`config.mk`:
```
export PLATFORM = sky130hd
export DESIGN_NAME = mbx_irq_top
export DESIGN_NICKNAME = d
export VERILOG_FILES = /design/src/rtl/mbx_pkg.sv /design/src/rtl/mbx_decode.sv /design/src/rtl/mbx_flag.sv /design/src/rtl/mbx_irq_top.sv
export SDC_FILE = /design/constraint.sdc
export NUM_CORES = 1
export LEC_CHECK = 0
export ABC_AREA = 1
export BUFFER_PORTS_ARGS = -buffer_cell sky130_fd_sc_hd__buf_2
export CAP_MARGIN = 15
export CORE_AREA = 8 8 45 47
export DETAILED_ROUTE_END_ITERATION = 8
export DIE_AREA = 0 0 53 55
export PLACE_DENSITY = 0.49
export SYNTH_ARGS = -nofsm -noshare
export SYNTH_HDL_FRONTEND = slang
export SYNTH_SLANG_ARGS = --single-unit
```
`constraint.sdc`:
```
create_clock -name clk -period 0.9 [get_ports clk]
set_clock_uncertainty 0.1 [all_clocks]
set_input_delay 0.18 -clock clk [delete_from_list [all_inputs] [get_ports clk]]
set_output_delay 0.18 -clock clk [all_outputs]
set_load 0.01 [all_outputs]
```
`src/rtl/mbx_pkg.sv`:
```
package mbx_pkg;

    localparam int ADDR_W = 11;
    localparam int NPORT  = 2;

    typedef enum logic {
        PORT_L = 1'b0,
        PORT_R = 1'b1
    } port_e;

    typedef struct packed {
        logic              sel;
        logic              wr;
        logic              rd;
        logic              hold;
        logic [ADDR_W-1:0] addr;
    } port_req_t;

    typedef struct packed {
        logic set_peer;   // this port raises the other port's flag
        logic clr_own;    // this port acknowledges its own flag
    } mbx_evt_t;

    // Inbox of a port: right owns the top word, left the one below it.
    function automatic logic [ADDR_W-1:0] inbox_addr(port_e p);
        logic [ADDR_W-1:0] top;
        top = '1;
        return (p == PORT_R) ? top : top - 1'b1;
    endfunction

    function automatic port_e peer_of(port_e p);
        return (p == PORT_R) ? PORT_L : PORT_R;
    endfunction

endpackage

```
`src/rtl/mbx_decode.sv`:
```
module mbx_decode
    import mbx_pkg::*;
#(
    parameter port_e SELF = PORT_L
) (
    input  port_req_t req,
    output mbx_evt_t  evt
);
    localparam port_e PEER = peer_of(SELF);
    localparam logic [ADDR_W-1:0] OWN_BOX  = inbox_addr(SELF);
    localparam logic [ADDR_W-1:0] PEER_BOX = inbox_addr(PEER);

    logic live;
    logic do_write;
    logic do_read;

    always_comb begin
        live     = req.sel && !req.hold;
        do_write = live && req.wr;
        do_read  = live && req.rd && !req.wr;
        evt.set_peer = do_write && (req.addr == PEER_BOX);
        evt.clr_own  = do_read  && (req.addr == OWN_BOX);
    end
endmodule

```
`src/rtl/mbx_flag.sv`:
```
module mbx_flag (
    input  logic clk,
    input  logic rst,
    input  logic set_i,
    input  logic clr_i,
    output logic irq_n
);
    logic pend_q;

    always_ff @(posedge clk) begin
        if (rst)        pend_q <= 1'b0;
        else if (set_i) pend_q <= 1'b1;
        else if (clr_i) pend_q <= 1'b0;
    end

    assign irq_n = !pend_q;

    a_r8_set_wins: assert property (@(posedge clk) disable iff (rst)
        set_i |=> !irq_n);
    a_r3_clear_lands: assert property (@(posedge clk) disable iff (rst)
        (clr_i && !set_i) |=> irq_n);
    a_r9_hold_value: assert property (@(posedge clk) disable iff (rst)
        (!set_i && !clr_i) |=> $stable(irq_n));
endmodule

```
`src/rtl/mbx_irq_top.sv`:
```
module mbx_irq_top
    import mbx_pkg::*;
(
    input  logic              clk,
    input  logic              rst,
    input  logic              l_sel,
    input  logic              l_wr,
    input  logic              l_rd,
    input  logic [ADDR_W-1:0] l_addr,
    input  logic              l_hold,
    input  logic              r_sel,
    input  logic              r_wr,
    input  logic              r_rd,
    input  logic [ADDR_W-1:0] r_addr,
    input  logic              r_hold,
    output logic              l_irq_n,
    output logic              r_irq_n
);
    port_req_t        req [NPORT];
    mbx_evt_t         evt [NPORT];
    logic [NPORT-1:0] irq_n_v;

    always_comb begin
        req[PORT_L] = '{sel: l_sel, wr: l_wr, rd: l_rd, hold: l_hold, addr: l_addr};
        req[PORT_R] = '{sel: r_sel, wr: r_wr, rd: r_rd, hold: r_hold, addr: r_addr};
    end

    for (genvar p = 0; p < NPORT; p++) begin : g_port
        localparam port_e SELF = port_e'(p);
        localparam port_e PEER = peer_of(SELF);

        mbx_decode #(.SELF(SELF)) u_dec (
            .req (req[p]),
            .evt (evt[p])
        );

        mbx_flag u_flag (
            .clk   (clk),
            .rst   (rst),
            .set_i (evt[PEER].set_peer),
            .clr_i (evt[p].clr_own),
            .irq_n (irq_n_v[p])
        );

        a_r6_hold_blocks: assert property (@(posedge clk) disable iff (rst)
            req[p].hold |-> (!evt[p].set_peer && !evt[p].clr_own));
        a_r7_write_not_read: assert property (@(posedge clk) disable iff (rst)
            req[p].wr |-> !evt[p].clr_own);
    end

    assign l_irq_n = irq_n_v[PORT_L];
    assign r_irq_n = irq_n_v[PORT_R];

    a_r1_reset_idle: assert property (@(posedge clk)
        rst |=> (l_irq_n && r_irq_n));
    a_r2_left_rings_right: assert property (@(posedge clk) disable iff (rst)
        (l_sel && l_wr && !l_hold && l_addr == 11'h7FF) |=> !r_irq_n);
    a_r4_right_rings_left: assert property (@(posedge clk) disable iff (rst)
        (r_sel && r_wr && !r_hold && r_addr == 11'h7FE) |=> !l_irq_n);
endmodule

```
==> impl_metrics.toml, run 1 <==
[die]
die_area_sq_mm = 0.002915
die_w_microns = 53
design.core.area_sq_mm = 0.001384
initial_core_util_pct = 18.08
fp.dieH_microns = 55
rows = 14
ios = 34

[yosys]
synth_most_common_cell = "nand2_1"
synth.area.top_cells = "nand2_1, inv_1, dfxtp_1"
synth_largest_area_cell = "nand2_1"
ys_seq_elements = 2
synth_area_sq_um = 250.2
synth.yosys.seq_area_share_pct = 16.00
synth_top_area_share_pct = 27.00
synth_edf_count = 0
synth_area_per_cell_sq_um = 5.107
synth_cell_type_count = 10
synth_ff_type = "dfxtp_1"
ys_top_cells_by_count = "nand2_1, inv_1, nor2_1, nor2_2"
ys_async_sr_fraction_pct = 0
synth_cells = 49
syn-num-nets = 81
yosys_warnings = 0

[timing]
period_share_pct = 106.5
setup-tns-final_ps = -112.1
max_freq_mhz = 1043
slew_viol_final = 0
setup_viol = 2
report.final.hold_viol_count = 0
slew_headroom_pct = 91.96
rsz0062_at_grt = "true"
tightestPinTransition_ps = 120.0
hold_ws_ps = 26.95
min_period_ps = 958.9
worst_slack_ps = -58.91

[pwr]
peakVddDrop_mv = 0.3381
intPower_w = 0.0002989
clkPwrFrac_pct = 50.0
p_comb_share_pct = 26.7
p_sw_share_pct = 22.02
power.density_mw_per_mm2 = 785.7
p_sw_w = 0.00008443
p_leak_nw = 0.3030
pwr-share-seq_pct = 23.3

[critical_path]
path_buf_inv = 2
crit_chain = "inv_2, buf_6"
r2r_cells = 3
critPathArrivalTime_ps = 680
slowest_delay_ps = 320
crit_required_ps = 620
crit_type = "reg2out"
rr_startpoint = "g_port[1].u_flag.pend_q"
critical-path-top-delay-family = "flip-flops"
reg2reg_slack_ps = 140
worstSetupStartpoint = "g_port[1].u_flag.pend_q"
crit_fanout = 2
reg2reg_to = "g_port[1].u_flag.pend_q"
cp-end-kind = "primary output"
critPathSlowestCell = "dfxtp_2"
cp-start-kind = "register"

[outcome]
status = "finished with violations"
failed_checks = "negative setup slack"

[global_route]
antenna_found_initial = 0
grt_max_degree = 3
grt_pass1_vias = 391
grt_usage_pct = 6.165
grt_pass1_wl_microns = 1366
grt_overflow_total = 0

[clock_tree]
hold_buffers = 0
cts_sinks = 2
cts_buffers = 3
ctsHtreeMaxLevel = 1
tritoncts = "done"
insertion_delay_ps = 220
clk_pin_slew_ps = 30
clockRootBuffer = "clkbuf_4"
clock_path_buffers = 2

[route]
first_pass_iters = 4
num_vias = 409
wl_met3_microns = 116
met2WireLength_microns = 372
drcViolationCount = 0
avgViaCountPerCell = 3.971
highest_layer = "met3"
post_drt_wl_per_cell_microns = 8.272
drtIter0Drc = 3
antenna_left = 0
drt-total-wl_microns = 852
m1WireLength_microns = 364

[placement]
port_buffers = 33
place.gp.congestion = 0.6807
dp_hpwl_microns = 767.7
dp_slack_ps = -5.110

[hold_path]
hold_end = "g_port[1].u_flag.pend_q"
min_path_cells = 2
min_path_type = "in2reg"
min_from = "rst"

[cells_and_area]
largest_reg_flops = 2
antenna_cells = 0
area_delta_synth_final_pct = 95.00
regMostFlops = "g_port.u_flag.pend_q"
final_layout_size_suffix_gt1_share_pct = 54.02
largest_registers = "g_port.u_flag.pend_q (2)"
finish.net_count = 121

[run]
cap_violations = 0
==> metal layers <==
metal | global-route usage [%] | vias to the layer above
li1 | - | 218
met1 | 6.051 | 164
met2 | 9.766 | 27
met3 | 2.941 | 0
met4 | 5.172 | 0
met5 | 0 | -
==> cell usage in the layout, fill, tap and decap left out <==
master	instances
nand2_1	18
nand3_1	2
inv_2	2
and3_1	1
clkbuf_4	3
nor2_1	4
buf_6	2
a21oi_1	2
buf_2	31
nor2_2	4
nor3b_2	1
dfxtp_2	2
inv_1	11
buf_4	2
nand3b_1	2
==> cells by family (layout without fill, tap and decap cells) <==
group	Yosys count	count (layout)	share of synthesized area, %
buf+inv	13	51	19.50
flops	2	2	16.00
compound gates	2	2	4.000
simple gates	32	32	60.49
==> power groups by stage <==
stage | clock network (W) | logic, W | registers, W
2_1_floorplan | 0 | 0.0000333 | 0.0000905
3_3_place_gp | 0 | 0.000102 | 0.0000905
3_5_place_dp | 0 | 0.000104 | 0.0000905
4_1_cts | 0.000204 | 0.000104 | 0.0000893
5_1_grt | 0.000212 | 0.000116 | 0.0000892
6_report | 0.000192 | 0.000102 | 0.0000894
==> metrics by stage <==
step / cells / power, W / cell area (sq um) / utilization [%]
floorplan: 49 / 0.0001238 / 250.2 / -
global placement: 98 / 0.0001926 / 435.4 / 31.46
detailed placement: 98 / 0.0001940 / 435.4 / 31.46
CTS: 102 / 0.0003969 / 467.9 / 33.82
global route: 103 / 0.0004174 / 488.0 / 35.26
finish: 103 / 0.0003834 / 488.0 / 35.26
==> final cells by class <==
type / count / area, sq um
inverter: 13 / 48.80
timing repair buffer: 35 / 192.7
clock buffer: 3 / 22.52
multi-input combinational: 34 / 161.4
sequential: 2 / 42.54
tap: 16 / 20.02
fill: 168 / 895.9
==> repair_timing <==
action                                  CTS  global route
endpoints found under the setup margin    2             2
resized for setup                         2             4
gates cloned                              0             0
setup buffers                             1             1
==> how the worst max path moves through the flow <==
stage	endpoint	cells after the start	slack [ps]
after CTS	r_irq_n	2	-80
after global placement	g_port[0].u_flag.pend_q	5	-0.6
after detailed placement	g_port[1].u_flag.pend_q	7	-5
after global routing	r_irq_n	2	-90
after floorplan	g_port[1].u_flag.pend_q	7	140
final	r_irq_n	2	-60
Power figures use the tool's default switching activity.
==> run 2, diff against run 1 <==
CELL_PAD_IN_SITES_DETAIL_PLACEMENT = 1   (was not set)
CELL_PAD_IN_SITES_GLOBAL_PLACEMENT = 2   (was not set)
CORE_AREA = not set   (was 8 8 45 47)
CORE_MARGIN = 8   (was not set)
CORE_UTILIZATION = 10   (was not set)
DIE_AREA = not set   (was 0 0 53 55)
PLACE_DENSITY = 0.67   (was 0.49)
==> run 2 against run 1 <==
Against the previous run: via count is 0.98% lower; the flow still finishes with violations (negative setup slack); clock-buffer cell count is the same; worst setup slack worse by 2.3 ps; power rose by 1.0%; die area is 50% higher; critical path type unchanged; largest power group unchanged.
==> impl_metrics.toml, run 2 (synthesis gave the netlist of run 1 again) <==
[outcome]
status = "finished with violations"
failed_checks = "negative setup slack"

[route]
drtIter0Drc = 9
num_vias = 405
drcViolationCount = 0
antenna_left = 0
wl_met3_microns = 197
post_drt_wl_per_cell_microns = 9.483
highest_layer = "met3"
avgViaCountPerCell = 3.491
m1WireLength_microns = 479
drt-total-wl_microns = 1100
met2WireLength_microns = 422
first_pass_iters = 2

[global_route]
grt_pass1_vias = 418
grt_usage_pct = 5.164
antenna_found_initial = 0
grt_max_degree = 3
grt_pass1_wl_microns = 1738
grt_overflow_total = 0

[die]
fp.dieH_microns = 66.03
rows = 18
die_w_microns = 66.03
die_area_sq_mm = 0.004359
initial_core_util_pct = 10.29
design.core.area_sq_mm = 0.002432
ios = 34

[critical_path]
crit_type = "reg2out"
crit_required_ps = 620
cp-start-kind = "register"
rr_startpoint = "g_port[0].u_flag.pend_q"
reg2reg_to = "g_port[0].u_flag.pend_q"
crit_path_end = "r_irq_n"
reg2reg_slack_ps = 150
worstSetupStartpoint = "g_port[1].u_flag.pend_q"
r2r_cells = 3
critPathArrivalTime_ps = 680
cp-end-kind = "primary output"
crit_fanout = 2

[cells_and_area]
largest_registers = "g_port.u_flag.pend_q (2)"
final_cell_mix = "buf_2, nand2_1, inv_1, nor2_2, nor2_1"
antenna_cells = 0
seqCellArea_sq_um = 42.54
fillers = 334
area_delta_synth_final_pct = 99.00
fin_util_pct = 20.47
regMostFlops = "g_port.u_flag.pend_q"
finish.net_count = 120
final_common_cell = "buf_2"
largest_reg_flops = 2
multi_input_area_sq_um = 161.4
final_layout_size_suffix_gt1_share_pct = 53.49

[placement]
place.gp.congestion = 0.7492
dp_hpwl_microns = 1034
port_buffers = 33

[clock_tree]
tritoncts = "done"
clock_path_buffers = 2
insertion_delay_ps = 220
cts_sinks = 2
clk_pin_slew_ps = 30
cts_buffers = 3
clockRootBuffer = "clkbuf_4"
ctsHtreeMaxLevel = 1

[timing]
period_share_pct = 106.8
setup-tns-final_ps = -120.7
rsz0062_at_grt = "true"
setup_viol = 2
worst_slack_ps = -61.17
min_period_ps = 961.2
slew_viol_final = 0
max_freq_mhz = 1040
tightestPinTransition_ps = 113.1
report.final.hold_viol_count = 0
slew_headroom_pct = 92.43

[pwr]
peakVddDrop_mv = 0.3902
finalPower_w = 0.0003874
p_leak_nw = 0.2976
power.density_mw_per_mm2 = 777.9

[run]
cap_violations = 0

[hold_path]
min_path_type = "in2reg"
run 2: changes by cell type in the layout (fill, tap and decap cells not counted), sizes merged:
cell,delta
buf,-1
run 2: critical path, cell delays in order, from the launching register on:
cell and delay, ps:
dfxtp_2 320, inv_2 40, buf_6 110
run 2: repair_timing:
item,in CTS,in global routing
setup endpoints to repair,2,2
buffers inserted,1,0
gates resized for setup,6,0
hold buffers,0,0
run 2: cell type report:
| class | count | area share [%] |
|---|---|---|
| clock buffers | 3 | 4.523 |
| well taps | 30 | 7.538 |
| flip-flops and latches | 2 | 8.543 |
| repair buffers | 34 | 37.19 |
| inverters | 13 | 9.799 |
| multi-input cells | 34 | 32.41 |
run 2: worst min-delay path by stage:
stage	endpoint	depth (start not counted)	start	slack (ps)
3_5_place_dp	g_port[1].u_flag.pend_q	2	rst	270
5_1_grt	g_port[0].u_flag.pend_q	2	rst	30
3_3_place_gp	g_port[0].u_flag.pend_q	2	rst	260
6_report	g_port[1].u_flag.pend_q	2	rst	40
4_1_cts	g_port[1].u_flag.pend_q	2	rst	30
2_1_floorplan	g_port[0].u_flag.pend_q	1	rst	150
run 2: metrics by stage:
step | setup slack, ps | instance area (sq um) | hold WS, ps | instances
detailed placement | -38.05 | 452.9 | 265.1 | 112
global placement | -19.48 | 452.9 | 257.3 | 112
finish | -61.17 | 498.0 | 37.92 | 116
CTS | -69.41 | 498.0 | 29.49 | 116
global route | -90.32 | 498.0 | 28.89 | 116
floorplan | 141.0 | 250.2 | 149.1 | 49
run 2: routing by layer:
| layer | up-vias | GRT usage (%) |
|---|---|---|
| li1 | 217 | - |
| met1 | 163 | 5.775 |
| met2 | 25 | 7.186 |
| met3 | 0 | 4.237 |
| met4 | 0 | 1.600 |
| met5 | - | 0 |
run 2: where the power goes:
part / total, W / internal, W / switching, W
clock network: 0.000192 / 0.000147 / 0.0000457
logic: 0.000106 / 0.0000632 / 0.0000424
registers: 0.0000893 / 0.0000893 / 0.00000000569
total: 0.000387 / 0.000299 / 0.0000881
